==> config.mk <==
export PLATFORM = sky130hd
export DESIGN_NAME = bus_arbiter
export DESIGN_NICKNAME = d
export VERILOG_FILES = /design/src/rtl/bus_arb_pkg.sv /design/src/rtl/arb_fixed_pick.sv /design/src/rtl/arb_rotate_pick.sv /design/src/rtl/arb_grant_reg.sv /design/src/rtl/bus_arbiter.sv
export SDC_FILE = /design/constraint.sdc
export NUM_CORES = 1
export LEC_CHECK = 0
export ABC_AREA = 1
export BUFFER_PORTS_ARGS = -buffer_cell sky130_fd_sc_hd__buf_2
export CORE_ASPECT_RATIO = 0.7
export CORE_MARGIN = 10
export CORE_UTILIZATION = 25
export DETAILED_ROUTE_END_ITERATION = 12
export PLACE_DENSITY_LB_ADDON = 0.2
export SLEW_MARGIN = 10
export SYNTH_ARGS = -nofsm -noshare
export SYNTH_HDL_FRONTEND = slang
export SYNTH_SLANG_ARGS = --single-unit
==> constraint.sdc <==
create_clock -name clk -period 2.2 [get_ports clk]
set_input_delay 0.44 -clock clk [delete_from_list [all_inputs] [get_ports clk]]
set_output_delay 0.44 -clock clk [all_outputs]
set_load 0.01 [all_outputs]
==> src/rtl/bus_arb_pkg.sv <==
package bus_arb_pkg;

   // Priority setting encodings for the second tier
   localparam logic [1:0] PRIO_HOST_FIRST = 2'b00;
   localparam logic [1:0] PRIO_USER_FIRST = 2'b01;

   // Fixed master indices
   localparam int IDX_CFG  = 0;
   localparam int IDX_HOST = 1;

   // Binary index of the lowest set bit of a one-hot word (0 if empty)
   function automatic int unsigned onehot_to_idx(input logic [31:0] vec);
      int unsigned res;
      res = 0;
      for (int i = 31; i >= 0; i--) begin
         if (vec[i]) res = i;
      end
      return res;
   endfunction

endpackage

==> src/rtl/arb_fixed_pick.sv <==
module arb_fixed_pick #(
   parameter int N_USER = 2,
   localparam int M2 = N_USER + 1
) (
   input  logic              host_req,
   input  logic [N_USER-1:0] usr_req,
   input  logic              user_first,
   output logic [M2-1:0]     pick
);

   logic [N_USER-1:0] usr_pick;
   logic              usr_any;

   // Lowest-index user wins among users
   always_comb begin
      logic seen;
      seen     = 1'b0;
      usr_pick = '0;
      for (int i = 0; i < N_USER; i++) begin
         usr_pick[i] = usr_req[i] & ~seen;
         seen        = seen | usr_req[i];
      end
      usr_any = seen;
   end

   always_comb begin
      pick[0] = host_req & (~user_first | ~usr_any);
      if (user_first || !host_req) pick[M2-1:1] = usr_pick;
      else                         pick[M2-1:1] = '0;
   end

   // the fixed picker never selects a non-requesting master
   always_comb begin
      assert_fixed_legal_R4: assert ((pick & ~{usr_req, host_req}) == '0)
         else $error("fixed picker chose an idle master");
   end

endmodule

==> src/rtl/arb_rotate_pick.sv <==
module arb_rotate_pick #(
   parameter int N_USER = 2,
   localparam int M2 = N_USER + 1,
   localparam int LW = $clog2(M2)
) (
   input  logic [M2-1:0] req2,
   input  logic [LW-1:0] last_idx,
   output logic [M2-1:0] pick
);

   // Search begins one place after the last winner, wrapping around
   always_comb begin
      logic found;
      int   idx;
      found = 1'b0;
      pick  = '0;
      for (int k = 1; k <= M2; k++) begin
         idx = int'(last_idx) + k;
         if (idx >= M2) idx = idx - M2;
         if (!found && req2[idx]) begin
            pick[idx] = 1'b1;
            found     = 1'b1;
         end
      end
   end

   // at most one pick, and only among requesters
   always_comb begin
      assert_rotate_onehot_R6: assert ($onehot0(pick) && ((pick & ~req2) == '0))
         else $error("rotating picker produced an illegal vector");
   end

endmodule

==> src/rtl/arb_grant_reg.sv <==
module arb_grant_reg #(
   parameter int N_MST = 4,
   parameter int PARK  = 1,
   localparam int OWN_W = $clog2(N_MST)
) (
   input  logic             clk,
   input  logic             rst_n,
   input  logic [N_MST-1:0] grant_d,
   output logic [N_MST-1:0] grant_q,
   output logic [OWN_W-1:0] owner_q
);
   import bus_arb_pkg::*;

   localparam logic [N_MST-1:0] PARK_VEC = N_MST'(1) << PARK;

   logic [OWN_W-1:0] owner_d;

   always_comb owner_d = OWN_W'(onehot_to_idx(32'(grant_d)));

   always_ff @(posedge clk or negedge rst_n) begin
      if (!rst_n) begin
         grant_q <= PARK_VEC;
         owner_q <= OWN_W'(PARK);
      end else begin
         grant_q <= grant_d;
         owner_q <= owner_d;
      end
   end

   // registered grant is one-hot and the owner index points at it
   assert_grant_onehot_R1: assert property (@(posedge clk) disable iff (!rst_n)
      $countones(grant_q) == 1)
      else $error("grant not one-hot");
   assert_owner_match_R1: assert property (@(posedge clk) disable iff (!rst_n)
      grant_q[owner_q])
      else $error("owner index does not match grant");

endmodule

==> src/rtl/bus_arbiter.sv <==
module bus_arbiter #(
   parameter int N_USER = 2,
   localparam int N_MST = N_USER + 2,
   localparam int OWN_W = $clog2(N_MST)
) (
   input  logic              clk,
   input  logic              rst_n,
   input  logic              cfg_req,
   input  logic              host_req,
   input  logic [N_USER-1:0] usr_req,
   input  logic              burst_active,
   input  logic [1:0]        prio_mode,
   output logic [N_MST-1:0]  grant,
   output logic [OWN_W-1:0]  owner
);
   import bus_arb_pkg::*;

   localparam int M2 = N_USER + 1;
   localparam int LW = $clog2(M2);
   localparam logic [N_MST-1:0] CFG_VEC  = N_MST'(1) << IDX_CFG;
   localparam logic [N_MST-1:0] HOST_VEC = N_MST'(1) << IDX_HOST;

   generate
      if (N_USER < 1 || N_USER > 29) begin : g_bad_users
         $error("bus_arbiter: N_USER must lie in 1..29");
      end
   endgenerate

   logic [M2-1:0]    req2;
   logic [N_MST-1:0] req_all;
   logic [N_MST-1:0] grant_q;
   logic [N_MST-1:0] grant_d;
   logic [M2-1:0]    fix_pick;
   logic [M2-1:0]    rot_pick;
   logic [M2-1:0]    t2_pick;
   logic [LW-1:0]    rr_last;
   logic             hold;
   logic             t2_any;
   logic             t2_win;
   logic             use_rot;

   assign req2    = {usr_req, host_req};
   assign req_all = {req2, cfg_req};
   assign use_rot = prio_mode[1];
   assign t2_any  = |req2;

   // Owner keeps the bus while its burst runs
   assign hold = burst_active && ((req_all & grant_q) != '0);

   arb_fixed_pick #(.N_USER(N_USER)) u_fixed (
      .host_req   (host_req),
      .usr_req    (usr_req),
      .user_first (prio_mode == PRIO_USER_FIRST),
      .pick       (fix_pick)
   );

   arb_rotate_pick #(.N_USER(N_USER)) u_rotate (
      .req2     (req2),
      .last_idx (rr_last),
      .pick     (rot_pick)
   );

   assign t2_pick = use_rot ? rot_pick : fix_pick;
   assign t2_win  = !hold && !cfg_req && t2_any;

   always_comb begin
      if (hold)         grant_d = grant_q;
      else if (cfg_req) grant_d = CFG_VEC;
      else if (t2_any)  grant_d = {t2_pick, 1'b0};
      else              grant_d = HOST_VEC;
   end

   // Rotation pointer follows every second-tier winner
   always_ff @(posedge clk or negedge rst_n) begin
      if (!rst_n)      rr_last <= '0;
      else if (t2_win) rr_last <= LW'(onehot_to_idx(32'(t2_pick)));
   end

   arb_grant_reg #(.N_MST(N_MST), .PARK(IDX_HOST)) u_greg (
      .clk     (clk),
      .rst_n   (rst_n),
      .grant_d (grant_d),
      .grant_q (grant_q),
      .owner_q (owner)
   );

   assign grant = grant_q;

   // a running burst keeps its owner
   assert_burst_hold_R7: assert property (@(posedge clk) disable iff (!rst_n)
      (burst_active && (req_all & grant_q) != '0) |=> $stable(grant_q))
      else $error("grant moved during a burst");
   // configuration wins at a boundary
   assert_cfg_wins_R3: assert property (@(posedge clk) disable iff (!rst_n)
      (!hold && cfg_req) |=> grant_q[IDX_CFG])
      else $error("configuration request lost");
   // park on host when idle
   assert_park_host_R9: assert property (@(posedge clk) disable iff (!rst_n)
      (!hold && req_all == '0) |=> grant_q[IDX_HOST])
      else $error("idle grant not parked on host");
   // host-first mode favours a requesting host
   assert_host_first_R4: assert property (@(posedge clk) disable iff (!rst_n)
      (!hold && !cfg_req && host_req && prio_mode == PRIO_HOST_FIRST) |=> grant_q[IDX_HOST])
      else $error("host-first order violated");

endmodule

==> impl_metrics.py <==
metrics = {
    "run_status": {
        "status": "finished clean",
    },
    "finish": {
        "layout.nets": 146,
        "multi_input_area_um2": 450,
        "area_growth_pct": 21.8,
        "ff_latch_area_um2": 203,
        "nFillCells": 325,
        "diodes": 0,
        "drive_gt1_frac": 0.256,
    },
    "synthesis": {
        "synth-seq-cells": 8,
        "synth_edf_count": 0,
        "synth_cells": 112,
        "yosysSeqAreaShare": 0.278,
        "synth_common_cells": "33 x nand2_1, 19 x inv_1, 12 x nand3_1",
        "synthFlopType": "dfrtp_1",
        "synth.area.top_cells": "dfrtp_1 21%, nand2_1 17%, ha_1 10%",
        "synth_top_area_share": 0.206,
        "yosys.area.top_type": "dfrtp_1",
        "ys_warn_count": 0,
        "synth.distinct_cells": 16,
        "async_flop_share": 1.00,
        "syn-num-nets": 127,
        "avgSynthCellArea_um2": 6.51,
        "synth_most_common_cell": "nand2_1",
        "syn_area_um2": 729,
    },
    "clock_tree": {
        "cts_buffers": 3,
        "clockBufferDepth": 2,
        "cts_tree": "done",
        "cts_num_sinks": 8,
        "post_cts_buffers": 0,
        "clock_latency_ns": 0.22,
        "htreeDepth": 1,
        "clk_pin_slew_ns": 0.04,
        "clock-root-buffer": "clkbuf_8",
    },
    "detailed_routing": {
        "top_layer": "met3",
        "ant_nets": 0,
        "num_vias": 750,
        "drc_errors": 0,
        "first_pass_iters": 4,
        "wl_met3_um": 86,
        "routedLengthMet1_um": 1090,
        "drtIter0Drc": 98,
        "routed_via_density": 4.55,
        "routed_wl_um": 2000,
        "wl_met2_um": 827,
        "wl_per_cell_um": 12.1,
    },
    "timing": {
        "fmax_mhz": 499,
        "finalCritPeriodShare": 0.910,
        "finalSetupViolCount": 0,
        "relSlewSlack": 0.814,
        "final_max_slew_viol_count": 0,
        "worstMarginPinSlew_ns": 0.275,
        "setup_tns_ns": 0,
        "finClkSkew_ns": 0.000807,
        "setup_slack_ns": 0.197,
        "min_period_ns": 2.00,
        "finalHoldViolations": 0,
        "rsz0062_at_grt": "no",
    },
    "worst_setup_path": {
        "cp_num_buf_inv": 2,
        "cp.required_ns": 2.35,
        "crit_family": "simple AND/OR/NAND/NOR gates",
        "cpMaxStageDelayCell": "dfrtp_1",
        "cp_data_arrival_time_ns": 2.15,
        "cp-end-kind": "flop",
        "max_stage_delay_ns": 0.40,
        "critPathKind": "reg -> reg",
        "worstPathCellList": "inv_1, ha_2, inv_2, nand2_1, nand2_1, nand2_1, nand2_1, nand4_1, nand3_1, nand2_2, nand2_1, nand2_1, nand2_2, nor2_1, nor2_1",
        "path_max_fanout": 7,
        "crit_path_start_kind": "flop",
        "crit_top_cell": "nand2_1",
    },
    "grt": {
        "grt_pass1_wl_um": 3420,
        "overflow": 0,
        "grt_pass1_vias": 735,
        "grt_start_max_net_pins": 9,
        "antenna_found_initial": 0,
        "grtUsageTotal": 0.0727,
    },
    "min_path": {
        "hp-class": "in -> async",
    },
    "placed_design": {
        "gp_congestion": 0.801,
        "pre_cts_slack_ns": 0.118,
        "io_buffers": 14,
        "dpl.hpwl_um": 1730,
    },
    "power": {
        "p_per_area_mw_per_mm2": 888,
        "ir_drop_mv": 0.405,
        "leakagePower_nw": 0.499,
    },
    "die": {
        "dieArea_mm2": 0.00551,
        "start_util": 0.260,
        "die_height_um": 65.2,
        "num_rows": 16,
        "io_pins": 15,
        "core_mm2": 0.00280,
        "die_x_um": 84.6,
    },
    "run": {
        "cap_violations": 0,
    },
}
==> kinds of logic (layout without fill, tap and decap cells) <==
| kind of cell | Yosys count | count (layout) | share of synthesized area |
|---|---|---|---|
| and+or+nand+nor | 68 | 68 | 0.443 |
| DFF | 8 | 8 | 0.278 |
| buffers and inverters | 21 | 38 | 0.108 |
| AOI/OAI and AO/OA | 9 | 9 | 0.0686 |
| adders and majority gates | 6 | 6 | 0.103 |
==> layer usage <==
metal / up-vias / GRT usage
met3: 0 / 0.0185
met5: - / 0
met2: 19 / 0.108
li1: 390 / -
met1: 341 / 0.103
met4: 0 / 0.0123
==> layout by cell type (no fill, tap or decap), types with 2 or more instances in the layout <==
cell type / instances
inv_1: 18
nand2_1: 33
nand3_2: 2
buf_2: 14
dfstp_2: 2
nand2_2: 6
clkbuf_8: 3
ha_1: 5
o21ai_0: 5
nand4_1: 7
a21oi_1: 2
dfrtp_1: 6
inv_2: 3
nand3_1: 12
nor2_1: 7
==> flip-flops by register name (all words and copies together) (netlist names) <==
register        flops
rr_last             2
u_greg.owner_q      2
u_greg.grant_q      4
==> worst paths after layout <==
| kind | slack [ns] | cells after the start | end | from |
|---|---|---|---|---|
| setup / recovery | 0.20 | 15 | u_greg.owner_q[0] | rr_last[1] |
| hold / removal | 0.05 | 1 | u_greg.grant_q[0] | rst_n |
| setup reg to reg | 0.20 | 15 | u_greg.owner_q[0] | rr_last[1] |
| hold reg to reg | 0.53 | 2 | u_greg.grant_q[1] | u_greg.grant_q[1] |
| max in group asynchronous | 1.91 | 1 | u_greg.owner_q[0] | rst_n |
| min in group clk | 0.53 | 2 | u_greg.grant_q[1] | u_greg.grant_q[1] |
==> per-stage QoR <==
step                      utilization  instance area [µm²]  power [mW]  hold slack [ns]  std cells
after global placement          0.301                  845       0.612            0.288        162
final                           0.317                  888       0.789           0.0516        165
after detailed placement        0.301                  845       0.617            0.288        162
after global routing            0.317                  888       0.874           0.0528        165
after floorplan                     -                  729       0.505            0.144        112
after CTS                       0.316                  886       0.790           0.0521        165
==> power by group <==
group / leakage, nW / switching (mW) / internal, mW
logic: 0.379 / 0.280 / 0.137
clock network: 0.0216 / 0.0484 / 0.118
registers: 0.0988 / 0.0232 / 0.182
total: 0.499 / 0.352 / 0.437
==> worst reg2reg max path, cell delays in order (launching register included) <==
cell,delay (ns)
dfrtp_1,0.40
inv_1,0.15
ha_2,0.35
inv_2,0.12
nand2_1,0.07
nand2_1,0.07
nand2_1,0.05
nand2_1,0.10
nand4_1,0.10
nand3_1,0.10
nand2_2,0.07
nand2_1,0.06
nand2_1,0.08
nand2_2,0.08
nor2_1,0.04
nor2_1,0.10
==> what timing repair did <==
action	CTS	global route
gates resized for setup	0	2
endpoints found under the setup margin	0	2
hold buffers	0	0
hold endpoints to repair	0	0
==> cell type report <==
type,count,share of cell area
multi-input combinational,83,0.507
sequential,8,0.228
inverter,21,0.0887
timing repair buffer,14,0.0789
tap,36,0.0507
clock buffer,3,0.0465
(Power assumes the default switching activity.)
